**src/rtl/sclk_pkg.sv**
```systemverilog
package sclk_pkg;
    typedef enum logic [1:0] {
        ST_OFF  = 2'd0,
        ST_LOW  = 2'd1,
        ST_HIGH = 2'd2
    } sclk_state_e;
endpackage

```
**src/rtl/sclk_prescale.sv**
```systemverilog
module sclk_prescale #(
    parameter int PRE_LOG2 = 3
) (
    input  logic                clk,
    input  logic                rst_n,
    input  logic                clear,
    output logic [PRE_LOG2-1:0] pre,
    output logic                tick
);
    always_ff @(posedge clk or negedge rst_n) begin
        if (!rst_n)     pre <= '0;
        else if (clear) pre <= '0;
        else            pre <= pre + 1'b1;
    end

    assign tick = &pre;
endmodule

```
**src/rtl/sclk_phase_cnt.sv**
```systemverilog
module sclk_phase_cnt #(
    parameter int DIV_W = 16
) (
    input  logic             clk,
    input  logic             rst_n,
    input  logic             load,
    input  logic [DIV_W-1:0] load_val,
    input  logic             dec,
    output logic [DIV_W-1:0] cnt,
    output logic             zero
);
    always_ff @(posedge clk or negedge rst_n) begin
        if (!rst_n)               cnt <= '0;
        else if (load)            cnt <= load_val;
        else if (dec && cnt != '0) cnt <= cnt - 1'b1;
    end

    assign zero = (cnt == '0);
endmodule

```
**src/rtl/sclk_mid_hit.sv**
```systemverilog
module sclk_mid_hit #(
    parameter int DIV_W    = 16,
    parameter int PRE_LOG2 = 3
) (
    input  logic [DIV_W-1:0]    div,
    input  logic [DIV_W-1:0]    cnt,
    input  logic [PRE_LOG2-1:0] pre,
    output logic                hit
);
    // Midpoint of a phase of 2^PRE_LOG2*(div+1) cycles.
    localparam logic [PRE_LOG2-1:0] HALF_V = PRE_LOG2'(1 << (PRE_LOG2 - 1));

    logic [PRE_LOG2-1:0] pre_goal;

    // Odd divider: midpoint falls on a unit boundary; even: half a unit in.
    assign pre_goal = div[0] ? '0 : HALF_V;
    assign hit      = (cnt == (div >> 1)) && (pre == pre_goal);
endmodule

```
**src/rtl/scl_split_clkgen.sv**
```systemverilog
module scl_split_clkgen
    import sclk_pkg::*;
#(
    parameter int DIV_W    = 16,
    parameter int PRE_LOG2 = 3
) (
    input  logic               clk,
    input  logic               rst_n,
    input  logic               enable,
    input  logic [2*DIV_W-1:0] div_word,
    output logic               scl,
    output logic               launch_stb,
    output logic               sample_stb,
    output logic               low_done,
    output logic               high_done
);
    localparam int WORD_W = 2 * DIV_W;

    sclk_state_e         st_q, st_d;
    logic [DIV_W-1:0]    lo_q, hi_q;
    logic [DIV_W-1:0]    fld_lo, fld_hi;
    logic [DIV_W-1:0]    cnt, load_val, cur_div;
    logic [PRE_LOG2-1:0] pre;
    logic                tick, zero, lat, load, run, mid_hit, phase_end;

    assign fld_lo    = div_word[DIV_W-1:0];
    assign fld_hi    = div_word[WORD_W-1:DIV_W];
    assign run       = enable && (st_q != ST_OFF);
    assign phase_end = run && tick && zero;

    // Next-state logic
    always_comb begin
        st_d = st_q;
        unique case (st_q)
            ST_OFF:  if (enable) st_d = ST_LOW;
            ST_LOW:  if (!enable) st_d = ST_OFF;
                     else if (phase_end) st_d = ST_HIGH;
            ST_HIGH: if (!enable) st_d = ST_OFF;
                     else if (phase_end) st_d = ST_LOW;
            default: st_d = ST_OFF;
        endcase
    end

    // State register
    always_ff @(posedge clk or negedge rst_n) begin
        if (!rst_n) st_q <= ST_OFF;
        else        st_q <= st_d;
    end

    // Divider capture only when a low phase begins
    assign lat = (st_d == ST_LOW) && (st_q != ST_LOW);

    always_ff @(posedge clk or negedge rst_n) begin
        if (!rst_n) begin
            lo_q <= '0;
            hi_q <= '0;
        end else if (lat) begin
            lo_q <= fld_lo;
            hi_q <= fld_hi;
        end
    end

    assign load     = lat || ((st_d == ST_HIGH) && (st_q != ST_HIGH));
    assign load_val = lat ? fld_lo : hi_q;
    assign cur_div  = (st_q == ST_HIGH) ? hi_q : lo_q;

    sclk_prescale #(.PRE_LOG2(PRE_LOG2)) u_pre (
        .clk   (clk),
        .rst_n (rst_n),
        .clear (!run),
        .pre   (pre),
        .tick  (tick)
    );

    sclk_phase_cnt #(.DIV_W(DIV_W)) u_cnt (
        .clk      (clk),
        .rst_n    (rst_n),
        .load     (load),
        .load_val (load_val),
        .dec      (run && tick),
        .cnt      (cnt),
        .zero     (zero)
    );

    sclk_mid_hit #(.DIV_W(DIV_W), .PRE_LOG2(PRE_LOG2)) u_mid (
        .div (cur_div),
        .cnt (cnt),
        .pre (pre),
        .hit (mid_hit)
    );

    // Output decode
    always_comb begin
        scl        = !(run && (st_q == ST_LOW));
        launch_stb = run && (st_q == ST_LOW)  && mid_hit;
        sample_stb = run && (st_q == ST_HIGH) && mid_hit;
        low_done   = run && (st_q == ST_LOW)  && tick && zero;
        high_done  = run && (st_q == ST_HIGH) && tick && zero;
    end
endmodule

```
**config.mk**
```make
export PLATFORM = sky130hd
export DESIGN_NAME = scl_split_clkgen
export DESIGN_NICKNAME = d
export VERILOG_FILES = /design/src/rtl/sclk_pkg.sv /design/src/rtl/sclk_prescale.sv /design/src/rtl/sclk_phase_cnt.sv /design/src/rtl/sclk_mid_hit.sv /design/src/rtl/scl_split_clkgen.sv
export SDC_FILE = /design/constraint.sdc
export NUM_CORES = 1
export LEC_CHECK = 0
export BUFFER_PORTS_ARGS = -buffer_cell sky130_fd_sc_hd__buf_2
export CORE_UTILIZATION = 58
export CTS_CLUSTER_SIZE = 28
export DETAILED_ROUTE_END_ITERATION = 8
export PLACE_DENSITY = 0.8
export SLEW_MARGIN = 20
export SYNTH_ARGS = -nofsm -noshare
export SYNTH_HDL_FRONTEND = slang
export SYNTH_SLANG_ARGS = --single-unit
```
**constraint.sdc**
```tcl
create_clock -name clk -period 2.7 [get_ports clk]
set_input_delay 0.54 -clock clk [delete_from_list [all_inputs] [get_ports clk]]
set_output_delay 0.54 -clock clk [all_outputs]
set_load 0.02 [all_outputs]
```
### Word level (Yosys, flattened, before mapping)

Cells that the tools add are included.
W data, S select, Z words.

* register bits after elaboration: 53
* input bits: 35
* output and inout port bits: 5

* add/subtract/negate cells: 2
* equal/unequal tests: 8
* mux-type cells: 12
* reductions and logical operators: 23

Operator list (number)
* $mux W16: 4
* $eq A16 B15 Y1: 1
* $logic_not A16 Y1: 1
* $reduce_bool A16 Y1: 1
* $sub A16 B1 Y16 const B: 1
* $logic_and A1 B1 Y1: 15
* $mux W2: 5
* $mux W3: 2
* $pmux W2 S3: 1
* $eq A2 B1 Y1 const B: 2
* $eq A2 B2 Y1 const B: 2
* $reduce_bool A2 Y1: 2
* $add A3 B1 Y3 const B: 1
* $eq A3 B3 Y1: 1
* $reduce_and A3 Y1: 1
* $logic_not A2 Y1: 1
* $ne A2 B1 Y1 const B: 1
* $ne A2 B2 Y1 const B: 1
* $logic_not A1 Y1: 1
* $logic_or A1 B1 Y1: 1

### Logic depth before layout (Yosys ltp)

Gate-level depths: netlist (run 1).

* depth after elaboration: 11
* gate-level depth with buffers: 10
* gate-level depth less buffers: 8

### Cells and area by module

Synthesis (run 1) repeated with hierarchy kept, for this count alone.

* cells, all modules: 281
* area total of the unflattened synthesis: 3216.8 um2

By module, submodules not included
* scl_split_clkgen: instances 1, cells each 127, area each 1853.0 um2, sequential area each 850.8 um2
* sclk_phase_cnt: instances 1, cells each 124, area each 1063.5 um2, sequential area each 400.4 um2
* sclk_mid_hit: instances 1, cells each 22, area each 183.9 um2, sequential area each 0.0 um2
* sclk_prescale: instances 1, cells each 8, area each 116.4 um2, sequential area each 75.1 um2

### Worst setup path before layout (run 1)

OpenSTA, ideal clock, no wires.

* kind: register -> output
* start point: reg st_q[0]
* end point: out sample_stb
* arrival time: 2045 ps
* required time: 2160 ps
* setup slack: 115 ps
* stages on the path, launching flop included: 9
* cell sequence: dfrtp_1 -> nand2b_1 -> buf_2 -> buf_4 -> mux2i_1 -> xnor2_1 -> nor4_1 -> nand3_1 -> nor3_1

* word-level cells in the longest chain between the ends: 6

RTL lines
* from (decl): line scl_split_clkgen.sv:19 `sclk_state_e st_q, st_d;`
* from (signal assigned): line scl_split_clkgen.sv:47 `else st_q <= st_d;`
* $eq A2 B2 Y1: line scl_split_clkgen.sv:65, scl_split_clkgen.sv:96
* $mux W16: line scl_split_clkgen.sv:65 `assign cur_div = (st_q == ST_HIGH) ? hi_q : lo_q;`
* $mux W3: line sclk_mid_hit.sv:16 `assign pre_goal = div[0] ? '0 : HALF_V;`
* $eq A3 B3 Y1: line sclk_mid_hit.sv:17 `assign hit = (cnt == (div >> 1)) && (pre == pre_goal);`
* $logic_and A1 B1 Y1: line sclk_mid_hit.sv:17
* $logic_and A1 B1 Y1 *: line scl_split_clkgen.sv:96 `sample_stb = run && (st_q == ST_HIGH) && mid_hit;`
* to (decl): line scl_split_clkgen.sv:13 `output logic sample_stb,`

Every way passes the cells marked *; elsewhere a longest branch is shown, timed or not.

### Worst setup path in the final report (run 1)

Same ends and word-level chain as after synthesis.

==> report_table.html, run 1 <==
<table>
<tr><th>Metric</th><th>Value</th></tr>
<tr><th colspan="2">Timing</th></tr>
<tr><td>Setup WS post-layout</td><td>-0.0620 ns</td></tr>
<tr><td>Number of max-slew violations in the final report</td><td>0</td></tr>
<tr><td>FMAX</td><td>362 MHz</td></tr>
<tr><td>RSZ-0062 raised after global routing</td><td>yes</td></tr>
<tr><td>Period minus WS final</td><td>about 2.8 ns</td></tr>
<tr><td>Setup-violating endpoint count in the final report</td><td>2</td></tr>
<tr><td>Worst Max-Slew Pin Slew</td><td>0.755 ns</td></tr>
<tr><td>Final clock period utilization by the worst path</td><td>1.02</td></tr>
<tr><td>Hold violation total from the final report</td><td>0</td></tr>
<tr><td>Clk_skew</td><td>approximately 0.0090 ns</td></tr>
<tr><td>Slew Limit Headroom</td><td>0.497</td></tr>
<tr><td>Sum of negative setup slack</td><td>-0.115 ns</td></tr>
<tr><th colspan="2">Yosys</th></tr>
<tr><td>Post-synthesis compound-gate area fraction</td><td>0.115</td></tr>
<tr><td>Number of enable flip-flop cells after synthesis</td><td>0</td></tr>
<tr><td>Biggest area contributors in the synthesized netlist</td><td>sky130_fd_sc_hd__dfrtp_1, sky130_fd_sc_hd__nand2_1, sky130_fd_sc_hd__mux2i_1</td></tr>
<tr><td>Multiplexer fraction of the synthesized cell area</td><td>0.0598</td></tr>
<tr><td>Proportion of register bits with asynchronous set or reset after synthesis</td><td>1.00</td></tr>
<tr><td>Share of the synthesized area in the top cell type</td><td>0.440</td></tr>
<tr><td>Mean instance size in the synthesized netlist</td><td>approximately 9 um^2</td></tr>
<tr><td>Unique cell type count in the Yosys netlist</td><td>50</td></tr>
<tr><td>Primary flip-flop cell chosen by synthesis mapping</td><td>sky130_fd_sc_hd__dfrtp_1</td></tr>
<tr><td>Fraction of synthesized cell area in xor and xnor cells</td><td>0.0669</td></tr>
<tr><td>Syn Inst Count</td><td>around 340</td></tr>
<tr><td>Adder-cell share of the synthesized area</td><td>0.0208</td></tr>
<tr><td>Post-synth net total</td><td>378</td></tr>
<tr><td>Dominant cell by count in the synthesized netlist</td><td>sky130_fd_sc_hd__nand2_1</td></tr>
<tr><td>Cell taking the most area after synthesis</td><td>sky130_fd_sc_hd__dfrtp_1</td></tr>
<tr><td>Number of warnings reported in the yosys synthesis log</td><td>0</td></tr>
<tr><td>Flop and latch count out of synthesis</td><td>53</td></tr>
<tr><td>Combined area of all synthesized cells</td><td>around 0.0030 mm^2</td></tr>
<tr><td>Simple-gate share of the synthesized area</td><td>0.259</td></tr>
<tr><td>List of most frequent post-synthesis cells</td><td>sky130_fd_sc_hd__nand2_1, sky130_fd_sc_hd__dfrtp_1, sky130_fd_sc_hd__mux2i_1</td></tr>
<tr><td>Sequential share of the synthesized area</td><td>0.440</td></tr>
<tr><td>Dominant combinational cell family by area after synthesis</td><td>simple AND/OR/NAND/NOR gates</td></tr>
<tr><th colspan="2">CTS</th></tr>
<tr><td>Clk root buf</td><td>sky130_fd_sc_hd__clkbuf_8</td></tr>
<tr><td>H-tree Lvls</td><td>2</td></tr>
<tr><td>Sinks on the clock net</td><td>53</td></tr>
<tr><td>Number of buffers on the longest clock path</td><td>2</td></tr>
<tr><td>Clock insertion delay at the later pin of the skew report</td><td>between 0.3 and 0.4 ns</td></tr>
<tr><td>Worst-path clk slew</td><td>0.10 ns</td></tr>
<tr><td>Clock tree from TritonCTS</td><td>yes</td></tr>
<tr><td>Total clock buffers created by CTS</td><td>5</td></tr>
<tr><td>Count of hold-fix buffers inserted at cts</td><td>0</td></tr>
<tr><th colspan="2">Drt</th></tr>
<tr><td>Average vias per placed instance</td><td>5.75</td></tr>
<tr><td>Initial DRC count</td><td>between 200 and 250</td></tr>
<tr><td>Vias</td><td>2597</td></tr>
<tr><td>Number of iterations in the first detailed-routing pass</td><td>4</td></tr>
<tr><td>Post-detailed-route count of antenna-violating nets</td><td>0</td></tr>
<tr><td>DRC violations left</td><td>0</td></tr>
<tr><td>Total wire length</td><td>a little over 7 mm</td></tr>
<tr><td>Routed wirelength normalized by instance count</td><td>~16 um</td></tr>
<tr><th colspan="2">Hold path</th></tr>
<tr><td>Hold Crit Class</td><td>input port to asynchronous set/reset pin</td></tr>
<tr><th colspan="2">Placement</th></tr>
<tr><td>HPWL after DPL</td><td>4.96 mm</td></tr>
<tr><td>Weighted congestion reported at the end of routability-driven placement</td><td>0.944</td></tr>
<tr><td>Input/output buffers</td><td>39</td></tr>
<tr><td>Placed cells</td><td>approximately 440</td></tr>
<tr><th colspan="2">Critical path</th></tr>
<tr><td>Top delay family on crit path</td><td>simple AND/OR/NAND/NOR gates</td></tr>
<tr><td>Crit path required time</td><td>between 2 and 2.5 ns</td></tr>
<tr><td>Critical path peak fanout</td><td>7</td></tr>
<tr><td>Cells along the critical path</td><td>nand2b_4 &gt; buf_12 &gt; mux2i_4 &gt; xnor2_1 &gt; nor4_2 &gt; nand4b_1 &gt; nor3_1 &gt; buf_2</td></tr>
<tr><td>Sum of buffers and inverters on the critical path</td><td>2</td></tr>
<tr><td>Critical setup path kind</td><td>flip-flop to output pin</td></tr>
<tr><td>Arrival time at the worst endpoint</td><td>2.22 ns</td></tr>
<tr><td>Slowest cell delay on critical path</td><td>0.39 ns</td></tr>
<tr><td>Cell type of the slowest stage on the worst timing path</td><td>sky130_fd_sc_hd__dfrtp_1</td></tr>
<tr><td>Nature of the critical path endpoint</td><td>output pin</td></tr>
<tr><td>Kind of start point of the critical path</td><td>flip-flop</td></tr>
<tr><th colspan="2">Power</th></tr>
<tr><td>Peak supply drop</td><td>slightly above 0.0004 V</td></tr>
<tr><td>Static Leakage</td><td>0.00177 uW</td></tr>
<tr><td>PD cells</td><td>515 mW/mm^2</td></tr>
<tr><th colspan="2">Die</th></tr>
<tr><td>Chip Height</td><td>approximately 74 um</td></tr>
<tr><td>Core area</td><td>0.00485 mm^2</td></tr>
<tr><td>Overall die width</td><td>~74 um</td></tr>
<tr><td>Die area</td><td>0.00548 mm^2</td></tr>
<tr><td>Total number of placement rows</td><td>25</td></tr>
<tr><td>Initial core utilization</td><td>0.621</td></tr>
<tr><td># IOs</td><td>40</td></tr>
<tr><th colspan="2">Global route</th></tr>
<tr><td>Global-route wire length before repair</td><td>11.4 mm</td></tr>
<tr><td>All-layer global routing usage</td><td>0.278</td></tr>
<tr><td>Overflow left after global routing</td><td>0</td></tr>
<tr><td>Number of antenna violations at the first check in global routing</td><td>0</td></tr>
<tr><td>Vias in the first global route</td><td>approximately 2400</td></tr>
<tr><td>Maximum number of pins on one net before global-route repair</td><td>54</td></tr>
<tr><th colspan="2">Run status</th></tr>
<tr><td>Failing checks</td><td>negative setup slack</td></tr>
<tr><td>Status</td><td>finished with violations</td></tr>
<tr><th colspan="2">Finish</th></tr>
<tr><td>Share of post-route cells with drive strength above 1</td><td>0.221</td></tr>
<tr><td>Total number of nets in the final design</td><td>between 400 and 500</td></tr>
<tr><td>Area Overhead vs Synth</td><td>17.9%</td></tr>
<tr><td>Number of standard cells in the layout, taps in and fillers out</td><td>roughly 450</td></tr>
<tr><td>Antenna cells</td><td>0</td></tr>
<tr><th colspan="2">Job</th></tr>
<tr><td>Max Cap Violations</td><td>0</td></tr>
</table>
==> metal layers <==
layer	vias up	track usage	wire (um)
li1	1256	-	-
met1	1224	0.376	3170
met2	101	0.461	3470
met3	16	0.0434	442
met4	0	0.0876	159
met5	-	0	0
==> repair_timing <==
| action | CTS | global route |
|---|---|---|
| buffers inserted | 2 | 4 |
| pin swaps | 3 | 4 |
| hold endpoints to repair | 0 | 0 |
| endpoints found under the setup margin | 4 | 4 |
| cloned | 0 | 1 |
| resized for setup | 8 | 8 |
==> area by class of cell <==
cell class	count	area, um^2
timing repair buffer	56	378
multi-input combinational	263	1660
tap	67	83.8
clock buffer	5	68.8
inverter	5	18.8
fill	384	1300
sequential	53	1330
clock inverter	3	17.5
==> stage by stage <==
stage | instance area, um^2 | power (uW) | hold slack [ns] | util | setup slack (ns)
after floorplan | 3010 | 1220 | 0.244 | - | 0.115
after global routing | 3550 | 1910 | 0.413 | 0.733 | -0.138
final | 3550 | 1830 | 0.327 | 0.733 | -0.0620
after global placement | 3290 | 1330 | 0.459 | 0.679 | 0.164
after detailed placement | 3290 | 1340 | 0.463 | 0.679 | 0.166
after CTS | 3440 | 1800 | 0.371 | 0.710 | -0.0482
==> power by group <==
part / switching [uW] / total (uW) / leakage [uW] / internal (uW)
Clock: 274 / 454 / 0.0000439 / 180
Combinational: 197 / 370 / 0.00108 / 173
Sequential: 115 / 1000 / 0.000645 / 889
Total: 587 / 1830 / 0.00177 / 1240
==> final timing paths <==
path / start / to / slack, ns / cells after the start
max in group asynchronous: rst_n / lo_q[9] / 1.89 / 2
worst min-delay path: rst_n / hi_q[14] / 0.33 / 2
worst max register to register: u_cnt.cnt[0] / u_cnt.cnt[15] / 0.24 / 9
worst min register to register: lo_q[15] / lo_q[15] / 0.48 / 2
min in group clk: div_word[22] / hi_q[6] / 0.41 / 3
worst max-delay path: st_q[0] / sample_stb / -0.06 / 8
==> state kept, by name, summed over array words and instances, names as in the netlist <==
name,count
hi_q,16
lo_q,16
u_cnt.cnt,16
u_pre.pre,3
st_q,2
==> cells by family (layout without fill, tap and decap cells) <==
logic type | count (synthesis) | in the layout
simple gates | 167 | 167
fa+ha+maj | 5 | 5
xor+xnor | 23 | 23
buf+inv | 22 | 69
compound gates | 50 | 50
mux | 18 | 18
flops | 53 | 53
==> cell usage in the layout, fill, tap and decap left out, drive strengths merged, types with 3 or more instances in the layout <==
cell | netlist | routed
dfrtp | 53 | 53
nand2b | 4 | 4
buf | 12 | 55
nor3 | 6 | 6
nand2 | 106 | 106
nand3b | 3 | 3
inv | 5 | 5
mux2i | 18 | 18
a21boi | 4 | 4
nor4 | 7 | 7
a21oi | 12 | 12
a31oi | 4 | 4
nand3 | 7 | 7
clkbuf | 5 | 6
a21o | 5 | 5
ha | 5 | 5
xor2 | 8 | 8
nor2 | 14 | 14
o21ai | 8 | 8
and3 | 10 | 10
xnor2 | 15 | 15
Power figures use the tool's default switching activity.
==> inputs of run 2 (changes only) <==
- CORE_UTILIZATION: 58 -> 60
- CTS_BUF_LIST: unset -> sky130_fd_sc_hd__clkbuf_4 sky130_fd_sc_hd__clkbuf_8
- PLACE_DENSITY: 0.8 -> 0.83
- SKIP_CTS_REPAIR_TIMING: unset -> 1
==> run 2 against run 1 <==
Compared with the run above:
- the run still ends with negative setup slack left
- via count shrank 0.54%
- power shrank 2.0%
- sequential share of layout area grew 0.70 points
- die area shrank 3.3%
- sequential power is essentially flat
- sequential cell count is the same
- worst setup slack lost 0.0047 ns
- cell area shrank 1.8%
- cell count shrank 0.66%
==> report_table.html, run 2 (same netlist as run 1, synthesis figures left out) <==
<table>
<tr><th>Metric</th><th>Value</th></tr>
<tr><th colspan="2">Drt</th></tr>
<tr><td>Routed wirelength normalized by instance count</td><td>around 16 um</td></tr>
<tr><td>Average vias per placed instance</td><td>around 5.8</td></tr>
<tr><td>Post-detailed-route count of antenna-violating nets</td><td>0</td></tr>
<tr><td>Initial DRC count</td><td>around 180</td></tr>
<tr><td>Total wire length</td><td>between 7 and 8 mm</td></tr>
<tr><td>DRC violations left</td><td>0</td></tr>
<tr><td>Vias</td><td>between 2000 and 3000</td></tr>
<tr><td>Number of iterations in the first detailed-routing pass</td><td>4</td></tr>
<tr><th colspan="2">Power</th></tr>
<tr><td>Peak supply drop</td><td>~0.00042 V</td></tr>
<tr><td>Static Leakage</td><td>about 0.0017 uW</td></tr>
<tr><td>PD cells</td><td>514 mW/mm^2</td></tr>
<tr><th colspan="2">Timing</th></tr>
<tr><td>Slew Limit Headroom</td><td>0.478</td></tr>
<tr><td>Setup WS post-layout</td><td>-0.0667 ns</td></tr>
<tr><td>Period minus WS final</td><td>roughly 2.8 ns</td></tr>
<tr><td>Final clock period utilization by the worst path</td><td>1.02</td></tr>
<tr><td>Hold violation total from the final report</td><td>0</td></tr>
<tr><td>FMAX</td><td>roughly 360 MHz</td></tr>
<tr><td>Number of max-slew violations in the final report</td><td>0</td></tr>
<tr><td>Clk_skew</td><td>0.00709 ns</td></tr>
<tr><td>Setup-violating endpoint count in the final report</td><td>1</td></tr>
<tr><td>RSZ-0062 raised after global routing</td><td>yes</td></tr>
<tr><td>Worst Max-Slew Pin Slew</td><td>just under 0.8 ns</td></tr>
<tr><th colspan="2">Finish</th></tr>
<tr><td>Area Overhead vs Synth</td><td>15.8%</td></tr>
<tr><td>Fillers</td><td>roughly 370</td></tr>
<tr><td>Share of post-route cells with drive strength above 1</td><td>0.207</td></tr>
<tr><td>Number of standard cells in the layout, taps in and fillers out</td><td>between 400 and 500</td></tr>
<tr><td>Finished Core Util</td><td>0.729</td></tr>
<tr><td>Antenna cells</td><td>0</td></tr>
<tr><td>Most frequent cells in the layout</td><td>sky130_fd_sc_hd__nand2_1, sky130_fd_sc_hd__dfrtp_1, sky130_fd_sc_hd__buf_2</td></tr>
<tr><td>Total number of nets in the final design</td><td>about 420</td></tr>
<tr><td>Most common cell after layout, fill and taps aside</td><td>sky130_fd_sc_hd__nand2_1</td></tr>
<tr><td>Top Registers</td><td>hi_q x16, lo_q x16, u_cnt.cnt x16</td></tr>
<tr><th colspan="2">CTS</th></tr>
<tr><td>Clock insertion delay at the later pin of the skew report</td><td>around 0.31 ns</td></tr>
<tr><td>Worst-path clk slew</td><td>about 0.09 ns</td></tr>
<tr><td>Total clock buffers created by CTS</td><td>5</td></tr>
<tr><td>Clk root buf</td><td>sky130_fd_sc_hd__clkbuf_8</td></tr>
<tr><td>H-tree Lvls</td><td>2</td></tr>
<tr><td>Clock tree from TritonCTS</td><td>yes</td></tr>
<tr><td>Number of buffers on the longest clock path</td><td>2</td></tr>
<tr><td>Sinks on the clock net</td><td>53</td></tr>
<tr><th colspan="2">Placement</th></tr>
<tr><td>Weighted congestion reported at the end of routability-driven placement</td><td>~0.93</td></tr>
<tr><td>Placed cells</td><td>approximately 440</td></tr>
<tr><td>Input/output buffers</td><td>39</td></tr>
<tr><td>HPWL after DPL</td><td>5.02 mm</td></tr>
<tr><th colspan="2">Hold path</th></tr>
<tr><td>Hold Crit Class</td><td>input port to asynchronous set/reset pin</td></tr>
<tr><th colspan="2">Die</th></tr>
<tr><td>Overall die width</td><td>around 73 um</td></tr>
<tr><td>Core area</td><td>approximately 0.0048 mm^2</td></tr>
<tr><td>Initial core utilization</td><td>0.629</td></tr>
<tr><td>Total number of placement rows</td><td>25</td></tr>
<tr><td>Chip Height</td><td>between 70 and 80 um</td></tr>
<tr><td># IOs</td><td>40</td></tr>
<tr><td>Die area</td><td>between 0.005 and 0.006 mm^2</td></tr>
<tr><th colspan="2">Critical path</th></tr>
<tr><td>Sum of buffers and inverters on the critical path</td><td>2</td></tr>
<tr><td>Critical setup path kind</td><td>flip-flop to output pin</td></tr>
<tr><td>Cells along the critical path</td><td>nand2b_4 &gt; buf_12 &gt; mux2i_2 &gt; xnor2_1 &gt; nor4_2 &gt; nand3_1 &gt; nor3_1 &gt; buf_2</td></tr>
<tr><td>Kind of start point of the critical path</td><td>flip-flop</td></tr>
<tr><td>Slowest cell delay on critical path</td><td>~0.42 ns</td></tr>
<tr><td>Cell type of the slowest stage on the worst timing path</td><td>sky130_fd_sc_hd__dfrtp_1</td></tr>
<tr><td>Crit path required time</td><td>between 2 and 2.5 ns</td></tr>
<tr><td>Top delay family on crit path</td><td>simple AND/OR/NAND/NOR gates</td></tr>
<tr><td>Arrival time at the worst endpoint</td><td>2.23 ns</td></tr>
<tr><td>Critical path peak fanout</td><td>8</td></tr>
<tr><td>Nature of the critical path endpoint</td><td>output pin</td></tr>
<tr><th colspan="2">Global route</th></tr>
<tr><td>Maximum number of pins on one net before global-route repair</td><td>54</td></tr>
<tr><td>All-layer global routing usage</td><td>0.295</td></tr>
<tr><td>Number of antenna violations at the first check in global routing</td><td>0</td></tr>
<tr><td>Vias in the first global route</td><td>2455</td></tr>
<tr><td>Global-route wire length before repair</td><td>~12 mm</td></tr>
<tr><td>Overflow left after global routing</td><td>0</td></tr>
<tr><th colspan="2">Run status</th></tr>
<tr><td>Failing checks</td><td>negative setup slack</td></tr>
<tr><td>Status</td><td>finished with violations</td></tr>
<tr><th colspan="2">Job</th></tr>
<tr><td>Max Cap Violations</td><td>0</td></tr>
</table>
run 2: worst paths after layout:
check	from	endpoint	slack (ns)	cells past startpoint
min	rst_n	hi_q[13]	0.35	2
max reg2reg	u_cnt.cnt[0]	u_cnt.cnt[11]	0.28	9
max	st_q[1]	launch_stb	-0.07	8
max in group asynchronous	rst_n	u_cnt.cnt[14]	1.92	2
min reg2reg	lo_q[0]	lo_q[0]	0.49	2
min in group clk	div_word[29]	hi_q[13]	0.41	3
run 2: final cells by class:
cell class / count / area, um^2 / share of cell area
inverter: 5 / 18.8 / 0.00538
timing repair buffer: 54 / 357 / 0.102
sequential: 53 / 1330 / 0.380
multi-input combinational: 263 / 1620 / 0.464
tap: 67 / 83.8 / 0.0240
clock buffer: 5 / 68.8 / 0.0197
clock inverter: 2 / 16.3 / 0.00466
run 2: report_power, final:
group	switching, uW	total, uW	internal [uW]
Clock	264	443	179
Sequential	112	1000	889
Combinational	185	349	164
run 2: per-stage QoR:
stage	worst slack (ns)	TNS (ns)	hold slack, ns	instance area, um^2	total power [uW]
3_3_place_gp	0.0858	0	0.457	3290	1330
5_1_grt	-0.200	-0.350	0.418	3490	1880
6_report	-0.0667	-0.0667	0.346	3490	1790
3_5_place_dp	0.0619	0	0.464	3290	1350
2_1_floorplan	0.115	0	0.244	3010	1220
4_1_cts	-0.282	-0.879	0.360	3370	1780
run 2: routing by layer:
metal	part of all wire	vias up	wire [um]	track usage
li1	-	1242	-	-
met2	0.48	72	3390	0.467
met1	0.46	1254	3250	0.414
met5	0	-	0	0
met3	0.046	15	328	0.0456
met4	0.020	0	142	0.107
==> inputs of run 3 (changes only) <==
- ABC_CLOCK_PERIOD_IN_PS: unset -> 2700
- PLACE_DENSITY: 0.83 -> 0.94
- SLEW_MARGIN: 20 -> 10
==> run 3 against run 2 <==
Compared with the run above:
- the flow still finishes with violations (negative setup slack)
- cell area increased by 0.68%
- wire length increased by 2.5%
- combinational power increased by 4%
- worst setup slack got worse by 0.017 ns
- fmax decreased by 0.60%
- power increased by 1.5%
- register-to-register slack got worse by 0.03 ns
- hold slack got worse by 0.16 ns
==> report_table.html, run 3 (same netlist as run 1, synthesis figures left out) <==
<table>
<tr><th>Metric</th><th>Value</th></tr>
<tr><th colspan="2">Run status</th></tr>
<tr><td>Status</td><td>finished with violations</td></tr>
<tr><td>Failing checks</td><td>negative setup slack</td></tr>
<tr><th colspan="2">Placement</th></tr>
<tr><td>Placed Instance Area</td><td>approximately 0.0033 mm^2</td></tr>
<tr><td>Input/output buffers</td><td>39</td></tr>
<tr><td>Placed cells</td><td>roughly 440</td></tr>
<tr><td>HPWL after DPL</td><td>~5.3 mm</td></tr>
<tr><td>Weighted congestion reported at the end of routability-driven placement</td><td>approximately 0.95</td></tr>
<tr><th colspan="2">Timing</th></tr>
<tr><td>Final clock period utilization by the worst path</td><td>1.03</td></tr>
<tr><td>Setup-violating endpoint count in the final report</td><td>2</td></tr>
<tr><td>Worst Max-Slew Pin Slew</td><td>between 1 and 1.5 ns</td></tr>
<tr><td>FMAX</td><td>about 360 MHz</td></tr>
<tr><td>Number of max-slew violations in the final report</td><td>0</td></tr>
<tr><td>RSZ-0062 raised after global routing</td><td>yes</td></tr>
<tr><td>Setup WS post-layout</td><td>-0.0833 ns</td></tr>
<tr><td>Clk_skew</td><td>approximately 0.017 ns</td></tr>
<tr><td>Hold violation total from the final report</td><td>0</td></tr>
<tr><td>Period minus WS final</td><td>between 2 and 3 ns</td></tr>
<tr><td>Slew Limit Headroom</td><td>0.331</td></tr>
<tr><th colspan="2">CTS</th></tr>
<tr><td>Clk root buf</td><td>sky130_fd_sc_hd__clkbuf_8</td></tr>
<tr><td>Worst-path clk slew</td><td>around 0.11 ns</td></tr>
<tr><td>Clock tree from TritonCTS</td><td>yes</td></tr>
<tr><td>Sinks on the clock net</td><td>53</td></tr>
<tr><td>H-tree Lvls</td><td>2</td></tr>
<tr><td>Number of buffers on the longest clock path</td><td>2</td></tr>
<tr><td>Clock insertion delay at the later pin of the skew report</td><td>between 0.3 and 0.4 ns</td></tr>
<tr><td>Total clock buffers created by CTS</td><td>5</td></tr>
<tr><th colspan="2">Critical path</th></tr>
<tr><td>Critical setup path kind</td><td>flip-flop to output pin</td></tr>
<tr><td>Arrival time at the worst endpoint</td><td>2.24 ns</td></tr>
<tr><td>Slowest cell delay on critical path</td><td>around 0.42 ns</td></tr>
<tr><td>Nature of the critical path endpoint</td><td>output pin</td></tr>
<tr><td>Kind of start point of the critical path</td><td>flip-flop</td></tr>
<tr><td>Critical path peak fanout</td><td>7</td></tr>
<tr><td>Crit path required time</td><td>approximately 2.2 ns</td></tr>
<tr><td>Sum of buffers and inverters on the critical path</td><td>2</td></tr>
<tr><td>Top delay family on crit path</td><td>simple AND/OR/NAND/NOR gates</td></tr>
<tr><td>Cell type of the slowest stage on the worst timing path</td><td>sky130_fd_sc_hd__dfrtp_1</td></tr>
<tr><td>Cells along the critical path</td><td>nand2b_4 &gt; buf_8 &gt; mux2i_2 &gt; xnor2_1 &gt; nor4_2 &gt; nand4b_1 &gt; nor3_2 &gt; buf_4</td></tr>
<tr><th colspan="2">Die</th></tr>
<tr><td># IOs</td><td>40</td></tr>
<tr><td>Core area</td><td>between 0.004 and 0.005 mm^2</td></tr>
<tr><td>Overall die width</td><td>72.8 um</td></tr>
<tr><td>Chip Height</td><td>around 73 um</td></tr>
<tr><td>Initial core utilization</td><td>0.629</td></tr>
<tr><td>Total number of placement rows</td><td>25</td></tr>
<tr><td>Die area</td><td>approximately 0.0053 mm^2</td></tr>
<tr><th colspan="2">Finish</th></tr>
<tr><td>Number of standard cells in the layout, taps in and fillers out</td><td>~450</td></tr>
<tr><td>Area Overhead vs Synth</td><td>16.6%</td></tr>
<tr><td>Total number of nets in the final design</td><td>around 420</td></tr>
<tr><td>Most common cell after layout, fill and taps aside</td><td>sky130_fd_sc_hd__nand2_1</td></tr>
<tr><td>Share of post-route cells with drive strength above 1</td><td>0.221</td></tr>
<tr><td>Most frequent cells in the layout</td><td>sky130_fd_sc_hd__nand2_1, sky130_fd_sc_hd__dfrtp_1, sky130_fd_sc_hd__buf_2</td></tr>
<tr><td>Antenna cells</td><td>0</td></tr>
<tr><td>Design area</td><td>approximately 0.0035 mm^2</td></tr>
<tr><td>Finished Core Util</td><td>0.734</td></tr>
<tr><td>Top Registers</td><td>hi_q x16, lo_q x16, u_cnt.cnt x16</td></tr>
<tr><th colspan="2">Drt</th></tr>
<tr><td>Vias</td><td>around 2600</td></tr>
<tr><td>Total wire length</td><td>7.29 mm</td></tr>
<tr><td>Number of iterations in the first detailed-routing pass</td><td>5</td></tr>
<tr><td>Average vias per placed instance</td><td>about 6</td></tr>
<tr><td>Post-detailed-route count of antenna-violating nets</td><td>0</td></tr>
<tr><td>Routed wirelength normalized by instance count</td><td>16.1 um</td></tr>
<tr><td>DRC violations left</td><td>0</td></tr>
<tr><td>Initial DRC count</td><td>231</td></tr>
<tr><th colspan="2">Job</th></tr>
<tr><td>Max Cap Violations</td><td>0</td></tr>
<tr><th colspan="2">Global route</th></tr>
<tr><td>Overflow left after global routing</td><td>0</td></tr>
<tr><td>All-layer global routing usage</td><td>0.297</td></tr>
<tr><td>Maximum number of pins on one net before global-route repair</td><td>24</td></tr>
<tr><td>Vias in the first global route</td><td>about 2500</td></tr>
<tr><td>Global-route wire length before repair</td><td>about 12 mm</td></tr>
<tr><td>Number of antenna violations at the first check in global routing</td><td>0</td></tr>
<tr><th colspan="2">Power</th></tr>
<tr><td>Static Leakage</td><td>roughly 0.0018 uW</td></tr>
<tr><td>Power Internal</td><td>1250 uW</td></tr>
<tr><td>Share of power burned in registers</td><td>0.551</td></tr>
<tr><td>Switching part of the total</td><td>0.314</td></tr>
<tr><td>Switching power</td><td>roughly 570 uW</td></tr>
<tr><td>Peak supply drop</td><td>around 0.00032 V</td></tr>
<tr><td>Clock share of power</td><td>0.250</td></tr>
<tr><td>Share of power burned in combinational logic</td><td>0.199</td></tr>
<tr><td>PD cells</td><td>between 500 and 600 mW/mm^2</td></tr>
<tr><th colspan="2">Hold path</th></tr>
<tr><td>Hold Crit Class</td><td>input port to asynchronous set/reset pin</td></tr>
</table>
==> run 3: final timing paths <==
path,startpoint,endpoint,slack [ns],cells past startpoint
worst min-delay path,rst_n,u_cnt.cnt[11],0.19,1
worst max register to register,u_pre.pre[0],lo_q[1],0.25,9
worst max-delay path,st_q[1],launch_stb,-0.08,8
min in group clk,div_word[27],hi_q[11],0.41,3
max in group asynchronous,rst_n,u_cnt.cnt[5],1.87,2
worst min register to register,lo_q[13],lo_q[13],0.48,2
==> run 3: stage by stage <==
| stage | power, uW | setup TNS [ns] | hold WS (ns) | worst slack, ns |
|---|---|---|---|---|
| 6_report | 1820 | -0.142 | 0.186 | -0.0833 |
| 5_1_grt | 1900 | -0.432 | 0.226 | -0.209 |
| 4_1_cts | 1790 | -0.620 | 0.210 | -0.215 |
| 3_5_place_dp | 1350 | 0 | 0.464 | 0.147 |
| 3_3_place_gp | 1330 | 0 | 0.457 | 0.179 |
| 2_1_floorplan | 1220 | 0 | 0.244 | 0.115 |
==> run 3: worst register-to-register path, delay by kind of cell (launching register included) <==
family / cells / cell delay [ns]
AO/OA/AOI/OAI: 2 / 0.90
adder cells (fa/ha/maj): 2 / 0.46
buffers and inverters: 2 / 0.40
flip-flops: 1 / 0.39
AND/OR/NAND/NOR: 3 / 0.25
==> run 3: layer usage <==
| metal | GRT usage | wire (um) |
|---|---|---|
| met5 | 0 | 0 |
| met4 | 0.135 | 214 |
| met3 | 0.0456 | 416 |
| met2 | 0.456 | 3440 |
| met1 | 0.417 | 3220 |
==> run 3: power by group through the flow <==
stage	Clock [uW]	Combinational, uW	Sequential, uW
final	455	362	1000
after floorplan	0	250	972
after global placement	0	329	997
after detailed placement	0	343	1000
after CTS	455	346	987
after global routing	482	405	1020
==> run 3: area by class of cell <==
cell class / instances / area, um^2
tap: 67 / 83.8
clock buffer: 6 / 76.3
fill: 363 / 1270
multi-input combinational: 263 / 1660
timing repair buffer: 56 / 339
clock inverter: 2 / 10.0
inverter: 5 / 18.8
sequential: 53 / 1330
